## config.mk

```make
export PLATFORM = sky130hd
export DESIGN_NAME = dlc_reader
export DESIGN_NICKNAME = d
export VERILOG_FILES = /design/src/rtl/dlc_pkg.sv /design/src/rtl/dlc_regs.sv /design/src/rtl/dlc_fifo.sv /design/src/rtl/dlc_engine.sv /design/src/rtl/dlc_reader.sv
export SDC_FILE = /design/constraint.sdc
export NUM_CORES = 1
export LEC_CHECK = 0
export BUFFER_PORTS_ARGS = -buffer_cell sky130_fd_sc_hd__buf_2
export CAP_MARGIN = 20
export CELL_PAD_IN_SITES_DETAIL_PLACEMENT = 0
export CELL_PAD_IN_SITES_GLOBAL_PLACEMENT = 2
export CORE_ASPECT_RATIO = 0.75
export CORE_MARGIN = 2
export CORE_UTILIZATION = 35
export CTS_CLUSTER_SIZE = 20
export DETAILED_ROUTE_END_ITERATION = 6
export PLACE_DENSITY_LB_ADDON = 0.1
export SYNTH_ARGS = -nofsm -noshare
export SYNTH_HDL_FRONTEND = slang
export SYNTH_SLANG_ARGS = --single-unit
```

## constraint.sdc

```tcl
create_clock -name clk -period 4.2 [get_ports clk]
set_input_delay 1.05 -clock clk [delete_from_list [all_inputs] [get_ports clk]]
set_output_delay 1.05 -clock clk [all_outputs]
set_load 0.005 [all_outputs]
```

## src/rtl/dlc_pkg.sv

```systemverilog
// Shared definitions for the descriptor-list cyclic reader.
// Assumes 32-bit register words and a 3-bit register word address.
package dlc_pkg;

    localparam logic [2:0] RA_CTRL  = 3'd0;
    localparam logic [2:0] RA_STAT  = 3'd1;
    localparam logic [2:0] RA_LBLO  = 3'd2;
    localparam logic [2:0] RA_LBHI  = 3'd3;
    localparam logic [2:0] RA_RLEN  = 3'd4;
    localparam logic [2:0] RA_LAST  = 3'd5;
    localparam logic [2:0] RA_LIM   = 3'd6;
    localparam logic [2:0] RA_LIMEN = 3'd7;

    // Control word layout: run in bit 0, enables in bits 1..3, tag in 7:4.
    typedef struct packed {
        logic [3:0] sid;
        logic       ie_derr;
        logic       ie_ferr;
        logic       ie_cmp;
        logic       run;
    } ctrl_t;

    typedef enum logic [2:0] {
        ST_IDLE,
        ST_DREQ,
        ST_DWAIT,
        ST_BREQ,
        ST_BWAIT
    } eng_st_e;

endpackage

```

## src/rtl/dlc_regs.sv

```systemverilog
// Register bank for the cyclic reader: configuration, control and
// write-1-to-clear status, plus the interrupt combine.
// Assumes one register access per cycle; hardware status sets win over clears.
module dlc_regs
    import dlc_pkg::*;
#(
    parameter int DW = 32
) (
    input  logic          clk,
    input  logic          rst_n,
    input  logic          reg_we,
    input  logic [2:0]    reg_addr,
    input  logic [DW-1:0] reg_wdata,
    output logic [DW-1:0] reg_rdata,
    input  logic          set_cmp,
    input  logic          set_ferr,
    input  logic          set_derr,
    input  logic          run_clr,
    output ctrl_t         ctrl,
    output logic [2*DW-1:0] list_base,
    output logic [DW-1:0] ring_len,
    output logic [DW-1:0] last_idx,
    output logic [DW-1:0] lim,
    output logic          lim_en,
    output logic          lim_wr,
    output logic          irq
);

    ctrl_t         ctrl_q;
    logic [2:0]    sts_q;
    logic [DW-1:0] lblo_q, lbhi_q, rlen_q, last_q, lim_q;
    logic          limen_q;
    logic          wr_ctrl, wr_sts;

    assign wr_ctrl = reg_we && (reg_addr == RA_CTRL);
    assign wr_sts  = reg_we && (reg_addr == RA_STAT);
    assign lim_wr  = reg_we && (reg_addr == RA_LIM);

    // Control word: software writes it, the engine may drop the run bit.
    always_ff @(posedge clk) begin
        if (!rst_n) begin
            ctrl_q <= '0;
        end else begin
            if (wr_ctrl) ctrl_q <= ctrl_t'(reg_wdata[7:0]);
            if (run_clr) ctrl_q.run <= 1'b0;
        end
    end

    // Status: sticky hardware sets, software clears by writing ones.
    always_ff @(posedge clk) begin
        if (!rst_n) begin
            sts_q <= '0;
        end else begin
            sts_q <= (sts_q & ~(wr_sts ? reg_wdata[2:0] : 3'b000))
                   | {set_derr, set_ferr, set_cmp};
        end
    end

    // Plain configuration registers.
    always_ff @(posedge clk) begin
        if (!rst_n) begin
            lblo_q  <= '0;
            lbhi_q  <= '0;
            rlen_q  <= '0;
            last_q  <= '0;
            lim_q   <= '0;
            limen_q <= 1'b0;
        end else if (reg_we) begin
            case (reg_addr)
                RA_LBLO:  lblo_q  <= reg_wdata;
                RA_LBHI:  lbhi_q  <= reg_wdata;
                RA_RLEN:  rlen_q  <= reg_wdata;
                RA_LAST:  last_q  <= reg_wdata;
                RA_LIM:   lim_q   <= reg_wdata;
                RA_LIMEN: limen_q <= reg_wdata[0];
                default: ;
            endcase
        end
    end

    // Read mux for the word address presented.
    always_comb begin
        case (reg_addr)
            RA_CTRL:  reg_rdata = DW'(ctrl_q);
            RA_STAT:  reg_rdata = DW'(sts_q);
            RA_LBLO:  reg_rdata = lblo_q;
            RA_LBHI:  reg_rdata = lbhi_q;
            RA_RLEN:  reg_rdata = rlen_q;
            RA_LAST:  reg_rdata = last_q;
            RA_LIM:   reg_rdata = lim_q;
            default:  reg_rdata = DW'(limen_q);
        endcase
    end

    assign ctrl      = ctrl_q;
    assign list_base = {lbhi_q, lblo_q};
    assign ring_len  = rlen_q;
    assign last_idx  = last_q;
    assign lim       = lim_q;
    assign lim_en    = limen_q;
    assign irq       = |(sts_q & {ctrl_q.ie_derr, ctrl_q.ie_ferr, ctrl_q.ie_cmp});

    AST_DERR_HALTS: assert property (@(posedge clk) disable iff (!rst_n)
        set_derr |=> !ctrl_q.run);
    AST_W1C_CMP: assert property (@(posedge clk) disable iff (!rst_n)
        (wr_sts && reg_wdata[0] && !set_cmp) |=> !sts_q[0]);

endmodule

```

## src/rtl/dlc_fifo.sv

```systemverilog
// Small output FIFO between the read engine and the stream port.
// Assumes the caller never pops when empty and pushes into a full FIFO only
// together with a pop.
module dlc_fifo #(
    parameter int DW    = 32,
    parameter int DEPTH = 4
) (
    input  logic          clk,
    input  logic          rst_n,
    input  logic          push,
    input  logic [DW-1:0] wdata,
    input  logic          pop,
    output logic [DW-1:0] rdata,
    output logic          full,
    output logic          empty
);

    localparam int PW = (DEPTH > 1) ? $clog2(DEPTH) : 1;
    localparam int CW = $clog2(DEPTH + 1);

    logic [DW-1:0] store [DEPTH];
    logic [PW-1:0] wp, rp;
    logic [CW-1:0] cnt;

    function automatic logic [PW-1:0] ptr_next(input logic [PW-1:0] p);
        return (p == PW'(DEPTH - 1)) ? '0 : p + 1'b1;
    endfunction

    // Data storage: written at the write pointer on each push.
    always_ff @(posedge clk) begin
        if (push) store[wp] <= wdata;
    end

    // Pointers and occupancy.
    always_ff @(posedge clk) begin
        if (!rst_n) begin
            wp  <= '0;
            rp  <= '0;
            cnt <= '0;
        end else begin
            if (push) wp <= ptr_next(wp);
            if (pop)  rp <= ptr_next(rp);
            case ({push, pop})
                2'b10:   cnt <= cnt + 1'b1;
                2'b01:   cnt <= cnt - 1'b1;
                default: cnt <= cnt;
            endcase
        end
    end

    assign rdata = store[rp];
    assign full  = (cnt == CW'(DEPTH));
    assign empty = (cnt == '0);

    AST_FIFO_BOUND: assert property (@(posedge clk) disable iff (!rst_n)
        cnt <= CW'(DEPTH));
    AST_FIFO_PUSH_ROOM: assert property (@(posedge clk) disable iff (!rst_n)
        (push && full) |-> pop);
    AST_FIFO_POP_DATA: assert property (@(posedge clk) disable iff (!rst_n)
        pop |-> !empty);

endmodule

```

## src/rtl/dlc_engine.sv

```systemverilog
// Read engine: fetches descriptors, reads fragment words one at a time,
// tracks the ring position and the limit gate, and flags completion and
// errors. Assumes fragment lengths are whole words and the memory answers
// each request with exactly one response.
module dlc_engine
    import dlc_pkg::*;
#(
    parameter int DW = 32,
    parameter int AW = 32
) (
    input  logic            clk,
    input  logic            rst_n,
    input  logic            run,
    input  logic [2*DW-1:0] list_base,
    input  logic [DW-1:0]   ring_len,
    input  logic [DW-1:0]   last_idx,
    input  logic [DW-1:0]   lim,
    input  logic            lim_en,
    input  logic            lim_wr,
    output logic            mem_req,
    output logic [AW-1:0]   mem_addr,
    input  logic            mem_rvalid,
    input  logic [DW-1:0]   mem_rdata,
    input  logic            mem_rerr,
    output logic            dat_vld,
    output logic [DW-1:0]   dat_word,
    output logic            set_cmp,
    output logic            set_derr
);

    localparam int LW  = 2 * DW;
    localparam int BPW = DW / 8;

    eng_st_e       st;
    logic [DW-1:0] idx, offs, pos, len_q;
    logic [LW-1:0] buf_addr;
    logic [1:0]    wsel;
    logic          ioc_q, armed;

    logic [DW-1:0] lim_mod, pos_inc, pos_nx;
    logic [LW-1:0] desc_addr, data_addr;
    logic          last_word, gate_ok, resp_ok, zero_len;

    // Next-position, limit and address arithmetic.
    always_comb begin
        lim_mod   = (lim >= ring_len) ? '0 : lim;
        pos_inc   = pos + DW'(BPW);
        pos_nx    = (pos_inc >= ring_len) ? '0 : pos_inc;
        last_word = (offs + DW'(BPW)) >= len_q;
        gate_ok   = !(lim_en && !armed);
        desc_addr = list_base + LW'({idx, 4'b0000}) + LW'({wsel, 2'b00});
        data_addr = buf_addr + LW'(offs);
        resp_ok   = mem_rvalid && !mem_rerr;
        zero_len  = (st == ST_DWAIT) && resp_ok && (wsel == 2'd2) && (mem_rdata == '0);
    end

    assign mem_req  = run && ((st == ST_DREQ) || ((st == ST_BREQ) && gate_ok));
    assign mem_addr = AW'((st == ST_DREQ) ? desc_addr : data_addr);
    assign dat_vld  = (st == ST_BWAIT) && resp_ok;
    assign dat_word = mem_rdata;
    assign set_cmp  = dat_vld && last_word && ioc_q;
    assign set_derr = zero_len ||
                      (((st == ST_DWAIT) || (st == ST_BWAIT)) && mem_rvalid && mem_rerr);

    // Sequencer: descriptor fetch, fragment reads, ring and list stepping.
    always_ff @(posedge clk) begin
        if (!rst_n) begin
            st       <= ST_IDLE;
            idx      <= '0;
            offs     <= '0;
            pos      <= '0;
            len_q    <= '0;
            buf_addr <= '0;
            wsel     <= '0;
            ioc_q    <= 1'b0;
        end else begin
            case (st)
                ST_IDLE: if (run) begin
                    idx  <= '0;
                    pos  <= '0;
                    wsel <= '0;
                    st   <= ST_DREQ;
                end
                ST_DREQ: st <= run ? ST_DWAIT : ST_IDLE;
                ST_DWAIT: if (mem_rvalid) begin
                    if (mem_rerr || zero_len) begin
                        st <= ST_IDLE;
                    end else begin
                        case (wsel)
                            2'd0:    buf_addr[DW-1:0]  <= mem_rdata;
                            2'd1:    buf_addr[LW-1:DW] <= mem_rdata;
                            2'd2:    len_q             <= mem_rdata;
                            default: ioc_q             <= mem_rdata[0];
                        endcase
                        wsel <= wsel + 2'd1;
                        offs <= '0;
                        st   <= (wsel == 2'd3) ? ST_BREQ : ST_DREQ;
                    end
                end
                ST_BREQ: begin
                    if (!run)         st <= ST_IDLE;
                    else if (gate_ok) st <= ST_BWAIT;
                end
                ST_BWAIT: if (mem_rvalid) begin
                    if (mem_rerr) begin
                        st <= ST_IDLE;
                    end else begin
                        pos <= pos_nx;
                        if (last_word) begin
                            idx  <= (idx >= last_idx) ? '0 : idx + 1'b1;
                            wsel <= '0;
                            st   <= ST_DREQ;
                        end else begin
                            offs <= offs + DW'(BPW);
                            st   <= ST_BREQ;
                        end
                    end
                end
                default: st <= ST_IDLE;
            endcase
        end
    end

    // Limit gate: opened by a limit write, closed when the position meets it.
    always_ff @(posedge clk) begin
        if (!rst_n) begin
            armed <= 1'b0;
        end else if (lim_wr) begin
            armed <= 1'b1;
        end else if (lim_en && dat_vld && (pos_nx == lim_mod)) begin
            armed <= 1'b0;
        end
    end

    AST_SINGLE_REQ: assert property (@(posedge clk) disable iff (!rst_n)
        mem_req |=> !mem_req);
    AST_ZERO_LEN_STOP: assert property (@(posedge clk) disable iff (!rst_n)
        zero_len |=> (st == ST_IDLE) && !mem_req);
    AST_STOP_AFTER_BEAT: assert property (@(posedge clk) disable iff (!rst_n)
        ((st == ST_BREQ) && !run) |=> (st == ST_IDLE));

endmodule

```

## src/rtl/dlc_reader.sv

```systemverilog
// Top of the descriptor-list cyclic reader: register bank, read engine and
// output FIFO. A returning word that finds the FIFO full with the consumer
// stalled is dropped and reported as a FIFO error.
module dlc_reader
    import dlc_pkg::*;
#(
    parameter int DW         = 32,
    parameter int AW         = 32,
    parameter int FIFO_DEPTH = 4
) (
    input  logic          clk,
    input  logic          rst_n,
    input  logic          reg_we,
    input  logic [2:0]    reg_addr,
    input  logic [DW-1:0] reg_wdata,
    output logic [DW-1:0] reg_rdata,
    output logic          mem_req,
    output logic [AW-1:0] mem_addr,
    input  logic          mem_rvalid,
    input  logic [DW-1:0] mem_rdata,
    input  logic          mem_rerr,
    output logic          out_valid,
    input  logic          out_ready,
    output logic [DW-1:0] out_data,
    output logic [3:0]    out_sid,
    output logic          irq
);

    ctrl_t           ctrl;
    logic [2*DW-1:0] list_base;
    logic [DW-1:0]   ring_len, last_idx, lim, dat_word;
    logic            lim_en, lim_wr, dat_vld, set_cmp, set_derr, set_ferr;
    logic            f_full, f_empty, f_push, f_pop, accept;

    dlc_regs #(.DW(DW)) u_regs (
        .clk       (clk),
        .rst_n     (rst_n),
        .reg_we    (reg_we),
        .reg_addr  (reg_addr),
        .reg_wdata (reg_wdata),
        .reg_rdata (reg_rdata),
        .set_cmp   (set_cmp),
        .set_ferr  (set_ferr),
        .set_derr  (set_derr),
        .run_clr   (set_derr),
        .ctrl      (ctrl),
        .list_base (list_base),
        .ring_len  (ring_len),
        .last_idx  (last_idx),
        .lim       (lim),
        .lim_en    (lim_en),
        .lim_wr    (lim_wr),
        .irq       (irq)
    );

    dlc_engine #(.DW(DW), .AW(AW)) u_engine (
        .clk        (clk),
        .rst_n      (rst_n),
        .run        (ctrl.run),
        .list_base  (list_base),
        .ring_len   (ring_len),
        .last_idx   (last_idx),
        .lim        (lim),
        .lim_en     (lim_en),
        .lim_wr     (lim_wr),
        .mem_req    (mem_req),
        .mem_addr   (mem_addr),
        .mem_rvalid (mem_rvalid),
        .mem_rdata  (mem_rdata),
        .mem_rerr   (mem_rerr),
        .dat_vld    (dat_vld),
        .dat_word   (dat_word),
        .set_cmp    (set_cmp),
        .set_derr   (set_derr)
    );

    // A word is taken when there is room or a word leaves in the same cycle.
    assign accept   = !f_full || out_ready;
    assign f_push   = dat_vld && accept;
    assign set_ferr = dat_vld && !accept;
    assign f_pop    = !f_empty && out_ready;

    dlc_fifo #(.DW(DW), .DEPTH(FIFO_DEPTH)) u_fifo (
        .clk   (clk),
        .rst_n (rst_n),
        .push  (f_push),
        .wdata (dat_word),
        .pop   (f_pop),
        .rdata (out_data),
        .full  (f_full),
        .empty (f_empty)
    );

    assign out_valid = !f_empty;
    assign out_sid   = ctrl.sid;

endmodule

```

### Yosys cells after proc, flatten, opt, wreduce, memory -nomap -nowiden

Memories as Yosys holds them, arrays and structs flattened. A register that Yosys moved wholly into a read port is not among the register bits.
Index checks and enable logic that the tools add are counted.

* register bits: 346
* bits in writable memories: 128
* output and inout port bits: 103
* word-level logic and storage cells: 180
* memories kept: 1

Memory list
* u_fifo.store: depth 4, width 32, read ports 1, clocked after Yosys merged registers in 1, write ports 1, line dlc_fifo.sv:21 `logic [DW-1:0] store [DEPTH];`

* $add $sub $neg: 11
* order comparisons: 4
* equal/unequal tests: 28
* mux-type cells: 47
* bitwise gates (word level): 7
* reductions and logical operators: 58

Operator list (count)
* 2-to-1 mux 32 bit: 15
* case mux 32 bit (7 select lines): 1
* case mux 32 bit (2 select lines): 3
* greater-or-equal comparator 32 bit: 4
* adder 32 x 3 -> 32 bit, second input constant: 2
* adder 32 bit: 2
* adder 32 x 1 -> 32 bit, second input constant: 1
* adder 32 x 4 -> 32 bit: 1
* == test 32 bit: 1
* logical NOT 32 bit: 1
* 2-to-1 mux 2 bit: 13
* 2-to-1 mux 3 bit: 8
* logical AND 1 bit: 20
* AND reduction 4 bit: 5
* == test 3 bit, second input constant: 6
* case mux 3 bit (5 select lines): 1
* == test 3 x 2 -> 1 bit, second input constant: 4
* inequality test 2 bit, second input constant: 6
* AND reduction 2 bit: 6
* == test 2 bit, second input constant: 5
* logical NOT 3 bit: 3
* nonzero test 2 bit: 4
* AND reduction 7 bit: 1
* adder 2 x 1 -> 2 bit, second input constant: 3
* 21 further kinds: 39

### Longest topological paths before layout

* word-level depth: 9
* mapped depth: 22

### Hierarchy

From an unflattened synthesis, not the netlist that was laid out.

* cell total of the unflattened synthesis: 3109
* area, all modules: 27323.7 µm²

By module, submodules not included
* dlc_engine: instances 1, cells each 1953, area an instance 14436.3 µm², sequential area each 3303.2 µm²
* dlc_regs: instances 1, cells each 937, area an instance 7739.9 µm², sequential area each 3443.3 µm²
* dlc_fifo: instances 1, cells each 214, area an instance 5122.4 µm², sequential area each 4023.9 µm²
* dlc_reader: instances 1, cells each 5, area an instance 25.0 µm², sequential area each 0.0 µm²

### Worst setup path before layout

No wires, ideal clock.

* kind: flip-flop to flip-flop
* start: register u_engine.offs[2]
* end: register u_engine.idx[11]
* setup time: 132 ps
* data arrival time: 3899 ps
* required time: 4068 ps
* setup slack: 169 ps
* stages on the path, launching flop included: 22
* period minus slack after synthesis: 4031 ps
* cell sequence: dfxtp_1 -> ha_1 -> and3_1 -> and3_1 -> buf_2 -> and3_1 -> buf_2 -> and4_1 -> nand3_1 -> inv_1 -> nand3_1 -> xnor2_1 -> ha_1 -> nand4_1 -> a21oi_1 -> a221oi_1 -> and3_1 -> buf_2 -> a21o_1 -> a211oi_2 -> clkbuf_1 -> nor3_1

* longest elaborated chain between the ends: 4

RTL lines
* from (decl): line dlc_engine.sv:35 `logic [DW-1:0] idx, offs, pos, len_q;`
* from (signal assigned): line dlc_engine.sv:114 `offs <= offs + DW'(BPW);`
* adder 32 x 3 -> 32 bit: line dlc_engine.sv:49 `last_word = (offs + DW'(BPW)) >= len_q;`
* greater-or-equal comparator 32 bit: line dlc_engine.sv:49
* inequality test 2 x 1 -> 1 bit (no source line)
* AND reduction 5 bit (no source line)
* to (signal assigned): line dlc_engine.sv:110 `idx <= (idx >= last_idx) ? '0 : idx + 1'b1;`
* to (decl): line dlc_engine.sv:35

No other way between the ends.
A chain may end at the register's enable or synchronous reset.

### Worst setup path in the final report

* start: register u_engine.offs[3]
* end: output mem_addr[28]

* longest elaborated chain between the ends: 2

RTL lines
* adder 32 bit: line dlc_engine.sv:52 `data_addr = buf_addr + LW'(offs);`
* 2-to-1 mux 32 bit: line dlc_engine.sv:58 `assign mem_addr = AW'((st == ST_DREQ) ? desc_addr : data_addr);`
* to (decl): line dlc_reader.sv:18 `output logic [AW-1:0] mem_addr,`

No other way between the ends.

==> qor.yml <==
clocking:
  cts.path.max_buffers: 3
  clockRootBuffer: "clkbuf_16"
  h-tree-depth: 2
  cts_buffers: 54
  insertion_delay_ps: 630
  numClockSinks: 474
  clkTransAtPathRegs_ps: 60
  cts_tree: "done"
detailed_routing:
  wl_um: 101000
  drt_iter0_drc: 2068
  vias: 25168
  dr_wl_met2_um: 41800
  wl_met3_um: 5890
  wl_per_cell_um: 22.0
  highest_layer: "met4"
  drt-met1-wl_um: 51600
  viasPerCell: 5.47
  antenna_left: 0
  firstDrtPassIters: 5
  drc: 0
min_path:
  worstHoldStart: "u_engine.len_q[4]$_SDFFE_PN0P_"
  whs_path_depth: 2
  hold_class: "reg2reg"
  min_to: "u_engine.len_q[4]$_SDFFE_PN0P_"
floorplanning:
  dieWidth_um: 326
  io_pins: 176
  fp-row-count: 88
  die_height_um: 246
  start_util: 0.354
  dieArea_sq_um: 80100
  coreArea_sq_um: 77000
synth:
  ys_seq_elements: 474
  syn_nets: 3409
  yosys-top-cells-area: "dfxtp_1 (25%), edfxtp_1 (14%), ha_1 (9.0%)"
  synth-seq-area-share: 0.395
  async_reset_ff_frac: 0
  avgSynthCellArea_sq_um: 8.68
  synth_warnings: 0
  netlist.area_leader.share: 0.254
  synth_cells: 3137
  synth_top_area_cell: "dfxtp_1"
  synth_cell_types: 86
  synth_edf_count: 128
  syn_area_sq_um: 27200
  synth_flop_cell: "dfxtp_1"
timing:
  timing.final.ws_setup_ps: -311
  hold_viol: 0
  maxSlewViolCount: 0
  fin_skew_ps: 28.4
  min_period_over_period: 1.07
  relSlewSlack: 0.355
  max_freq_mhz: 222
  worst_pin_slew_ps: 967
  rsz0062_at_grt: "true"
  setup_viol: 37
  timing.final.crit_period_ps: 4510
worst_setup_path:
  end_kind: "primary output"
  worstSetupStartpointType: "flop"
  r2r-start: "u_engine.offs[3]$_SDFFE_PN0P_"
  reg2reg_depth: 23
  ff2ff_setup_slack_ps: -130
  crit_type: "reg2out"
  arrival_ps: 3460
  required_ps: 3150
  reg2reg_to: "u_engine.offs[5]$_SDFFE_PN0P_"
  path_max_fanout: 4
final_layout:
  mostFrequentLayoutCells: "nand2_1 (600), dfxtp_1 (318), a21oi_1 (314)"
  final_common_cell: "nand2_1"
  drive_above_1_share: 0.260
  nNetsFinal: 3793
  syn_to_final_growth_pct: 28.3
  final_util: 0.454
  n_antenna_cell: 0
  final_cells: 4601
global_routing:
  grt.total_usage: 0.244
  grt_pass1_vias: 24131
  grt_pass1_wl_um: 150000
  grt.overflow.total: 0
  antenna_found_initial: 2
  grt_max_degree: 148
power_and_ir_drop:
  ir_drop_mv: 0.280
  pwr_density_cell_nw_per_um2: 302
  p_leak_uw: 0.0136
outcome:
  run_status: "finished, violations left"
  violations: "negative setup slack"
placement:
  place_ws_ps: -410
  gp_congestion: 0.926
  dp.cells: 4442
  port_buffers: 175
  post-dp-hpwl_um: 74700
flow_run:
  drv_cap: 0
metrics by stage:
step | area [sq um] | TNS, ps | power (uW) | hold slack, ps
after floorplan | 27200 | 0 | 5250 | 433
after global placement | 31000 | -6720 | 5660 | 441
after detailed placement | 31000 | -17860 | 5670 | 447
after CTS | 33700 | -3670 | 10600 | 455
after global routing | 35000 | -13490 | 10900 | 471
final | 35000 | -3300 | 10500 | 453
Yosys cell counts (all sizes together), types with 16 or more instances:
master and n:
a21oi 342, o21ai 88, a22o 24, nor2 168, xor2 53, nor4 20
dfxtp 346, and2 16, mux2i 36, mux4 38, inv 152, buf 32
a21o 60, a22oi 29, nand3 64, nand4 44, ha 197, nand2 602
and3 34, xnor2 77, nor3 79, clkbuf 149, a221o 25, nor2b 16
or3 17, edfxtp 128, nand2b 23, a211oi 44, a31oi 25, o31ai 24
final cells by class:
class / instances / area (sq um)
Clock inverter: 25 / 236
Inverter: 152 / 578
Sequential cell: 474 / 10800
Multi-Input combinational cell: 2330 / 16600
Clock buffer: 76 / 1590
Tap cell: 1035 / 1290
Timing Repair Buffer: 509 / 3820
Fill cell: 7570 / 42000
where the power goes:
part           internal (uW)  leakage [uW]  total (uW)  switching, uW
sequential              4730       0.00396        4770           46.0
clock                   2830      0.000886        4900           2070
combinational            287       0.00876         873            585
total                   7840        0.0136       10500           2700
routing by layer:
metal  GRT usage  up-vias
met3      0.0389      101
met4      0.0508        0
met2       0.355      649
met5           0        -
li1            -    12027
met1       0.376    12391
worst max path at each step:
| stage | from | to |
|---|---|---|
| after floorplan | u_engine.offs[2]$_SDFFE_PN0P_ | u_engine.idx[11]$_SDFFE_PN0P_ |
| after global placement | u_engine.pos[7]$_SDFFE_PN0P_ | u_engine.pos[11]$_SDFFE_PN0P_ |
| after detailed placement | u_engine.pos[7]$_SDFFE_PN0P_ | u_engine.pos[11]$_SDFFE_PN0P_ |
| after CTS | u_engine.offs[11]$_SDFFE_PN0P_ | mem_addr[28] |
| after global routing | u_engine.offs[3]$_SDFFE_PN0P_ | mem_addr[28] |
| final | u_engine.offs[3]$_SDFFE_PN0P_ | mem_addr[28] |
logic make-up (layout without fill, tap and decap cells):
family / count (synthesis) / count (layout) / share of synthesized area
xor gates and xnor gates: 131 / 131 / 0.0432
muxes: 79 / 79 / 0.0467
adders and majority gates: 199 / 199 / 0.0919
buffers and inverters: 333 / 762 / 0.0474
and+or+nand+nor: 1135 / 1135 / 0.189
DFF: 474 / 474 / 0.395
AOI/OAI and AO/OA: 786 / 786 / 0.186
critical path, stage by stage (launching register included):
cell       delay [ps]
dfxtp_2           320
buf_6             110
ha_4              270
a21oi_4            70
o21ai_4           190
o22ai_4           130
a2111oi_4         490
o211ai_2          120
buf_6             150
buf_6             120
a211oi_4          230
o21ai_2           100
a2111oi_4         310
a21o_1            110
buf_2             110
flip-flops by register name, summed over array words and instances (netlist names), 3 cells and up, named ones only:
name and cells:
u_regs.last_idx 32, u_engine.pos 32, u_regs.lbhi_q 32, u_fifo.store 128, u_engine.len_q 32, u_fifo.cnt 3
u_regs.sts_q 3, u_regs.ring_len 32, u_regs.lim 32, u_regs.lblo_q 32, u_regs.ctrl 8, u_engine.buf_addr 32
u_engine.idx 32, u_engine.st 3, u_engine.offs 30
timing repair:
item / in CTS / in global routing
endpoints found under the setup margin: 113 / 91
buffers inserted: 24 / 36
hold buffers: 0 / 0
cloned: 1 / 1
resized for setup: 144 / 212
pin swaps: 66 / 113
No activity file was read; power rests on OpenSTA's default activity.
